### src/rtl/sio_tx_pkg.sv
package sio_tx_pkg;

    // Effective configuration after gating the FIFO by the buffer enable
    typedef struct packed {
        logic dbuf_en;
        logic fifo_en;
        logic ext_clk;
    } tx_cfg_t;

    // Source feeding the shift register on a load
    typedef enum logic [1:0] {
        SRC_NONE = 2'd0,
        SRC_HOLD = 2'd1,
        SRC_CPU  = 2'd2
    } load_src_e;

    // Per-cycle control decisions
    typedef struct packed {
        load_src_e src;
        logic      hold_wr;
        logic      push;
        logic      pop;
        logic      ovf;
        logic      irq;
        logic      urun;
        logic      stall;
    } tx_ctl_t;

    function automatic tx_cfg_t make_cfg(input logic dbuf, input logic fifo, input logic ext);
        tx_cfg_t c;
        c.dbuf_en = dbuf;
        c.fifo_en = dbuf & fifo;
        c.ext_clk = ext;
        return c;
    endfunction

    // An idle, starved shifter sees a far-end frame edge
    function automatic logic urun_event(input tx_cfg_t c, input logic tick, input logic busy,
                                        input logic hold_full, input logic primed);
        return c.ext_clk & c.dbuf_en & ~c.fifo_en & tick & ~busy & ~hold_full & primed;
    endfunction

endpackage

### src/rtl/sio_tx_fifo.sv
module sio_tx_fifo #(
    parameter int W     = 8,
    parameter int DEPTH = 4
) (
    input  logic         clk,
    input  logic         rst,
    input  logic         push,
    input  logic         pop,
    input  logic [W-1:0] din,
    output logic [W-1:0] head,
    output logic         empty,
    output logic         full
);
    localparam int AW = (DEPTH > 1) ? $clog2(DEPTH) : 1;
    localparam int CW = $clog2(DEPTH + 1);
    localparam logic [AW-1:0] LAST_PTR = AW'(DEPTH - 1);
    localparam logic [CW-1:0] FULL_CNT = CW'(DEPTH);

    logic [W-1:0]  mem [DEPTH];
    logic [AW-1:0] wp_q, rp_q;
    logic [CW-1:0] cnt_q;
    logic          do_push, do_pop;

    assign empty   = (cnt_q == '0);
    assign full    = (cnt_q == FULL_CNT);
    assign do_push = push & ~full;
    assign do_pop  = pop & ~empty;
    assign head    = mem[rp_q];

    always_ff @(posedge clk) begin
        if (do_push) mem[wp_q] <= din;
    end

    always_ff @(posedge clk) begin
        if (rst) begin
            wp_q  <= '0;
            rp_q  <= '0;
            cnt_q <= '0;
        end else begin
            if (do_push) wp_q <= (wp_q == LAST_PTR) ? '0 : wp_q + AW'(1);
            if (do_pop)  rp_q <= (rp_q == LAST_PTR) ? '0 : rp_q + AW'(1);
            case ({do_push, do_pop})
                2'b10:   cnt_q <= cnt_q + CW'(1);
                2'b01:   cnt_q <= cnt_q - CW'(1);
                default: cnt_q <= cnt_q;
            endcase
        end
    end
endmodule

### src/rtl/sio_tx_clkgen.sv
module sio_tx_clkgen #(
    parameter int DIV  = 4,
    parameter int SYNC = 2
) (
    input  logic clk,
    input  logic rst,
    input  logic ext_mode,
    input  logic run,
    input  logic ext_sclk,
    output logic tick,
    output logic sclk_out
);
    localparam int DW = (DIV > 2) ? $clog2(DIV) : 1;
    localparam logic [DW-1:0] DIV_LAST = DW'(DIV - 1);
    localparam logic [DW-1:0] DIV_HALF = DW'(DIV / 2);

    logic [DW-1:0]   div_q;
    logic [SYNC-1:0] sync_q;
    logic            last_q;
    logic            tick_int, tick_ext;

    // Internal divider runs only while a frame is active
    always_ff @(posedge clk) begin
        if (rst)                    div_q <= '0;
        else if (run && !ext_mode)  div_q <= (div_q == DIV_LAST) ? '0 : div_q + DW'(1);
        else                        div_q <= '0;
    end

    // External clock: synchroniser chain plus edge history, idle high
    always_ff @(posedge clk) begin
        if (rst) begin
            sync_q <= '1;
            last_q <= 1'b1;
        end else begin
            sync_q <= {sync_q[SYNC-2:0], ext_sclk};
            last_q <= sync_q[SYNC-1];
        end
    end

    assign tick_int = run & ~ext_mode & (div_q == DIV_LAST);
    assign tick_ext = ext_mode & last_q & ~sync_q[SYNC-1];
    assign tick     = tick_int | tick_ext;
    assign sclk_out = (ext_mode | ~run) ? 1'b1 : (div_q >= DIV_HALF);
endmodule

### src/rtl/sio_tx_shifter.sv
module sio_tx_shifter #(
    parameter int W = 8
) (
    input  logic         clk,
    input  logic         rst,
    input  logic         tick,
    input  logic         load,
    input  logic [W-1:0] ld_data,
    output logic         active,
    output logic         sdo,
    output logic         done
);
    localparam int CW = $clog2(W);
    localparam logic [CW-1:0] LAST_BIT = CW'(W - 1);

    logic [W-1:0]  sr_q;
    logic [CW-1:0] cnt_q;
    logic          act_q;

    assign done   = tick & act_q & (cnt_q == LAST_BIT);
    assign active = act_q;
    assign sdo    = act_q ? sr_q[0] : 1'b1;

    always_ff @(posedge clk) begin
        if (rst) begin
            sr_q  <= '1;
            cnt_q <= '0;
            act_q <= 1'b0;
        end else if (load) begin
            sr_q  <= ld_data;
            cnt_q <= '0;
            act_q <= 1'b1;
        end else if (tick && act_q) begin
            if (cnt_q == LAST_BIT) begin
                act_q <= 1'b0;
            end else begin
                sr_q  <= {1'b1, sr_q[W-1:1]};
                cnt_q <= cnt_q + CW'(1);
            end
        end
    end
endmodule

### src/rtl/sio_tx_path.sv
module sio_tx_path #(
    parameter int DATA_W     = 8,
    parameter int FIFO_DEPTH = 4,
    parameter int CLK_DIV    = 4,
    parameter int SYNC_STAGE = 2
) (
    input  logic              clk,
    input  logic              rst,
    input  logic              cfg_dbuf_en,
    input  logic              cfg_fifo_en,
    input  logic              cfg_ext_clk,
    input  logic              wr_en,
    input  logic [DATA_W-1:0] wr_data,
    input  logic              stat_rd,
    input  logic              ext_sclk,
    output logic              sclk_out,
    output logic              sdo,
    output logic              tx_irq,
    output logic              buf_empty,
    output logic              underrun_flag,
    output logic              fifo_overflow
);
    import sio_tx_pkg::*;

    tx_cfg_t           cfg;
    tx_ctl_t           ctl;
    logic              tick, active, done, load;
    logic [DATA_W-1:0] ld_data;
    logic [DATA_W-1:0] hold_q;
    logic              hold_full_q;
    logic              primed_q;
    logic [DATA_W-1:0] fifo_head;
    logic              fifo_empty, fifo_full;
    logic              irq_q, urun_q, ovf_q;

    assign cfg = make_cfg(cfg_dbuf_en, cfg_fifo_en, cfg_ext_clk);

    // Decide this cycle's moves
    always_comb begin
        ctl         = '0;
        ctl.src     = SRC_NONE;
        ctl.hold_wr = cfg.dbuf_en & ~cfg.fifo_en & wr_en;
        ctl.push    = cfg.fifo_en & wr_en & ~fifo_full;
        ctl.ovf     = cfg.fifo_en & wr_en & fifo_full;
        if (cfg.dbuf_en && hold_full_q && (done || (!active && (!cfg.ext_clk || tick))))
            ctl.src = SRC_HOLD;
        else if (!cfg.dbuf_en && wr_en && !active)
            ctl.src = SRC_CPU;
        ctl.pop   = cfg.fifo_en & ~fifo_empty & (~hold_full_q | (ctl.src == SRC_HOLD));
        ctl.irq   = cfg.dbuf_en ? (ctl.src == SRC_HOLD) : done;
        ctl.urun  = urun_event(cfg, tick, active, hold_full_q, primed_q);
        ctl.stall = cfg.dbuf_en & done & (ctl.src != SRC_HOLD);
    end

    always_comb begin
        unique case (ctl.src)
            SRC_HOLD: ld_data = hold_q;
            SRC_CPU:  ld_data = wr_data;
            default:  ld_data = '1;
        endcase
    end

    assign load = (ctl.src != SRC_NONE);

    sio_tx_clkgen #(.DIV(CLK_DIV), .SYNC(SYNC_STAGE)) u_clk (
        .clk      (clk),
        .rst      (rst),
        .ext_mode (cfg.ext_clk),
        .run      (active),
        .ext_sclk (ext_sclk),
        .tick     (tick),
        .sclk_out (sclk_out)
    );

    sio_tx_shifter #(.W(DATA_W)) u_shift (
        .clk     (clk),
        .rst     (rst),
        .tick    (tick),
        .load    (load),
        .ld_data (ld_data),
        .active  (active),
        .sdo     (sdo),
        .done    (done)
    );

    generate
        if (FIFO_DEPTH > 0) begin : g_fifo
            sio_tx_fifo #(.W(DATA_W), .DEPTH(FIFO_DEPTH)) u_fifo (
                .clk   (clk),
                .rst   (rst),
                .push  (ctl.push),
                .pop   (ctl.pop),
                .din   (wr_data),
                .head  (fifo_head),
                .empty (fifo_empty),
                .full  (fifo_full)
            );
        end else begin : g_nofifo
            assign fifo_head  = '1;
            assign fifo_empty = 1'b1;
            assign fifo_full  = 1'b1;
        end
    endgenerate

    // Holding buffer: CPU write beats FIFO refill, which beats drain
    always_ff @(posedge clk) begin
        if (rst) begin
            hold_q      <= '0;
            hold_full_q <= 1'b0;
        end else if (ctl.hold_wr) begin
            hold_q      <= wr_data;
            hold_full_q <= 1'b1;
        end else if (ctl.pop) begin
            hold_q      <= fifo_head;
            hold_full_q <= 1'b1;
        end else if (ctl.src == SRC_HOLD) begin
            hold_full_q <= 1'b0;
        end
    end

    // Armed after a starved frame end, disarmed by a load or a flagged underrun
    always_ff @(posedge clk) begin
        if (rst)                     primed_q <= 1'b0;
        else if (ctl.urun || load)   primed_q <= 1'b0;
        else if (ctl.stall)          primed_q <= 1'b1;
    end

    always_ff @(posedge clk) begin
        if (rst) begin
            irq_q  <= 1'b0;
            urun_q <= 1'b0;
            ovf_q  <= 1'b0;
        end else begin
            irq_q <= ctl.irq;
            if (ctl.urun)     urun_q <= 1'b1;
            else if (stat_rd) urun_q <= 1'b0;
            if (ctl.ovf)      ovf_q  <= 1'b1;
            else if (stat_rd) ovf_q  <= 1'b0;
        end
    end

    assign tx_irq        = irq_q;
    assign buf_empty     = ~hold_full_q;
    assign underrun_flag = urun_q;
    assign fifo_overflow = ovf_q;
endmodule

### config.mk
export PLATFORM = sky130hd
export DESIGN_NAME = sio_tx_path
export DESIGN_NICKNAME = d
export VERILOG_FILES = /design/src/rtl/sio_tx_pkg.sv /design/src/rtl/sio_tx_fifo.sv /design/src/rtl/sio_tx_clkgen.sv /design/src/rtl/sio_tx_shifter.sv /design/src/rtl/sio_tx_path.sv
export SDC_FILE = /design/constraint.sdc
export NUM_CORES = 1
export LEC_CHECK = 0
export ABC_AREA = 1
export BUFFER_PORTS_ARGS = -buffer_cell sky130_fd_sc_hd__buf_2
export CAP_MARGIN = 20
export CORE_MARGIN = 10
export CORE_UTILIZATION = 40
export CTS_CLUSTER_SIZE = 8
export DETAILED_ROUTE_END_ITERATION = 12
export GPL_TIMING_DRIVEN = 0
export PLACE_DENSITY_LB_ADDON = 0.3
export SLEW_MARGIN = 5
export SYNTH_ARGS = -nofsm -noshare
export SYNTH_HDL_FRONTEND = slang
export SYNTH_SLANG_ARGS = --single-unit
### constraint.sdc
create_clock -name clk -period 2.4 [get_ports clk]
set_clock_uncertainty 0.2 [all_clocks]
set_input_delay 0.24 -clock clk [delete_from_list [all_inputs] [get_ports clk]]
set_output_delay 0.24 -clock clk [all_outputs]
set_load 0.03 [all_outputs]
==> results.md <==
- Root Buffer: clkbuf_8
- Main combinational cell family by area after synthesis: simple AND/OR/NAND/NOR gates
- Final wirelength: 6880 um
- IO Port Bufs: 21
- Area growth syn-to-layout: 21.2%
- RSZ-0062 raised after global routing: true
- Post-synthesis adder-cell area fraction: 4.46%
- Post-Syn Instances: 366
- # DRC: 0
- Slew headroom: 45.1%
- Max Freq: 428 MHz
- Sw Pwr: 0.000640 W
- Seq pwr share: 50.0%
- Yosys reg bits: 71
- Synth Area in XOR/XNOR: 0%
- Full die area: 12,100 um^2
- CP startpoint: u_shift.cnt_q[0]
- Largest net degree at the start of global routing: 13
- Status: completed
- Inst Count DP: 489
- Vias in the first global route: 2,528
- Post-Syn Area: 3250 um^2
- Routability Congestion: 0.779
- Max-Cap Viols: 0
- Initial Utilization: 41.7%
- Die width: 110 um
- Wire per inst: 13.2 um
- CTS tree: done
- Die Y: 110 um
- Worst hold path type: input pin to flip-flop
- 1st-pass router iterations: 4
- Post-layout min period: 2.34 ns
- Post-synthesis net count: 393
- CTS buffer count: 9
- Hold wc startpoint: cfg_ext_clk
- GR Util All Layers: 12.2%
- Pint: 0.00202 W
- Ys Warns: 0
- Tightest Pin Transition: 0.820 ns
- Worst path cell trace: ha_4, ha_4, nand3_4, nand2_4, nand2_4, nand2_4, nand2_8, clkinv_8, ha_4, inv_4, fa_2, nor2_2, a21oi_2, nor2_1
- GRT overflow: 0
- First-pass GRT wire length: 11,600 um
- Final Cell Area: 3940 um^2
- Cell Pwr Density: 674 nW/um^2
- Arrival @ worst endpoint: 2.35 ns
- Violation count after the first detailed-route iteration: 167
- Post-synthesis compound-gate area fraction: 10.3%
- Setup_tns: 0 ns
- Ant. Diodes: 0
- Layout cell share with drive strength beyond 1: 21.2%
- Net Sw Frac: 24.1%
- CP Launch Type: flip-flop
- Dpl cell area: 3540 um^2
- Syn avg cell area: 8.88 um^2
- Final Util: 50.5%
- Top delay family on crit path: adder cells
- H-tree levels: 3
- Total Nets Final: 442
- Post-synthesis simple-gate area fraction: 23.8%
- R2R Path Start: u_shift.cnt_q[0]
- Skew-Pair Late Insertion Delay: 0.35 ns
- Slowest-stage cell, CP: fa_2
- VDD IR max: 365 uV
- CTS max path bufs: 2
- Critical Path Fanout Max: 3
- Fin. Hold Viols: 0
- Mux contribution to synthesized area: 0%
- CTS clock-pin slew for the worst setup and hold paths: 0.07 ns
- Core area: 7810 um^2
- Worst stage delay on the critical path: 0.53 ns
- Setup Viol. Count Final: 0
- Num ports: 22
- Seq/Total Area, Yosys: 53.6%
- DR vias: 2,492
- Power, Total: 0.00266 W
- Critical path endpoint category: flip-flop
- # rows: 32
- CTS Sinks: 71
- Vias per cell: 4.77
- DP HPWL: 4880 um
- Clock power share: 39.7%
- Post-synth cell types: 36
- Final Cycle Share: 97.4%
- Leakage power total: 1.68 nW
- Initial antenna violation count: 0
- Max-slew violation count: 0
- Non-Filler Instances: 522
- Worst EP required: 2.42 ns
- WP buf/inv: 2
- Final ANT Viol Nets: 0
- Crit Path Category: flip-flop to flip-flop
- Comb pwr share: 10.3%
[metrics by stage]
step,worst slack (ns),hold slack (ns)
finish,0.0618,0.0242
global route,-0.0576,0.0511
CTS,0.0510,0.0104
detailed placement,-0.158,0.199
global placement,-0.139,0.193
floorplan,0.0115,0.139
[worst paths after layout]
path / to / slack, ns / depth (start not counted)
min: u_clk.div_q[1] / 0.02 / 4
min reg2reg: u_clk.sync_q[1] / 0.21 / 1
max: g_fifo.u_fifo.cnt_q[1] / 0.06 / 14
max reg2reg: g_fifo.u_fifo.cnt_q[1] / 0.06 / 14
[worst min-delay path: cells and delay by family]
| family | cells | cell delay [ns] |
|---|---|---|
| buffers and inverters | 1 | 0.12 |
| and+or+nand+nor | 3 | 0.18 |
[state kept, by name, indices dropped and copies added, names as in the netlist, named ones only]
register	cells
u_clk.last_q	1
g_fifo.u_fifo.rp_q	2
hold_q	8
g_fifo.u_fifo.mem	32
underrun_flag	1
u_clk.div_q	2
primed_q	1
hold_full_q	1
u_shift.sr_q	8
fifo_overflow	1
u_shift.active	1
tx_irq	1
u_clk.sync_q	2
g_fifo.u_fifo.wp_q	2
u_shift.cnt_q	3
g_fifo.u_fifo.cnt_q	3
[Yosys cell counts (all sizes together)]
cell | number | area (um^2)
nand2 | 79 | 339
nor2 | 61 | 254
inv | 49 | 184
dfxtp | 39 | 781
o21ai | 33 | 176
edfxtp | 32 | 961
nand3 | 15 | 95.1
a21oi | 14 | 70.1
ha | 10 | 125
nor3 | 5 | 41.3
o22ai | 5 | 31.3
buf | 4 | 41.3
o221ai | 4 | 35.0
or2 | 4 | 25.0
clkbuf | 3 | 11.3
clkinv | 2 | 20.0
nand4 | 2 | 12.5
a211oi | 1 | 7.51
a31oi | 1 | 6.26
and2 | 1 | 7.51
fa | 1 | 20.0
o21bai | 1 | 7.51
[cells by family after synthesis]
family          count (synthesis)
simple gates                  167
compound gates                 59
fa+ha+maj                      11
flops                          71
buf+inv                        58
[power by group through the flow]
stage	Clock, W	Combinational [W]	Sequential, W
3_3_place_gp	0	0.000248	0.00136
3_5_place_dp	0	0.000253	0.00136
4_1_cts	0.00108	0.000268	0.00133
2_1_floorplan	0	0.000181	0.00135
5_1_grt	0.00112	0.000314	0.00133
6_report	0.00106	0.000273	0.00133
[area by class of cell]
| cell class | instances | area (um^2) |
|---|---|---|
| inverters | 51 | 206 |
| well taps | 102 | 128 |
| flip-flops and latches | 71 | 1750 |
| clock inverters | 4 | 71.3 |
| multi-input cells | 237 | 1340 |
| clock buffers | 12 | 145 |
| repair buffers | 39 | 265 |
| fillers | 748 | 3870 |
| plain buffers | 6 | 32.5 |
[layout by cell type, fill, tap and decap left out, drive strengths merged, types with 2 or more instances in the layout]
cell type	instances
nand4	2
o21ai	33
dfxtp	39
a21oi	14
o22ai	5
inv	49
o221ai	4
clkbuf	15
clkinv	3
ha	10
nor2	61
or2	4
edfxtp	32
nor3	5
nand3	15
bufinv	2
dlygate4sd3	10
buf	32
nand2	79
[routing by layer]
layer  share of wire, %  global-route usage (%)  vias up  wire [um]
met5                  0                       0        -          0
met4                1.9                    5.87        0        129
met3                4.0                    2.96       10        275
met2                 50                    20.5       38       3440
met1                 44                    14.3     1153       3030
li1                   -                       -     1291          -
[what timing repair did]
action,CTS,global route
setup endpoints to repair,2,10
hold buffers,10,0
buffers inserted,3,5
hold endpoints to repair,34,0
cloned,0,0
pin swaps,2,6
resized for setup,1,9
Note: power is estimated with default switching activity, not from simulation.
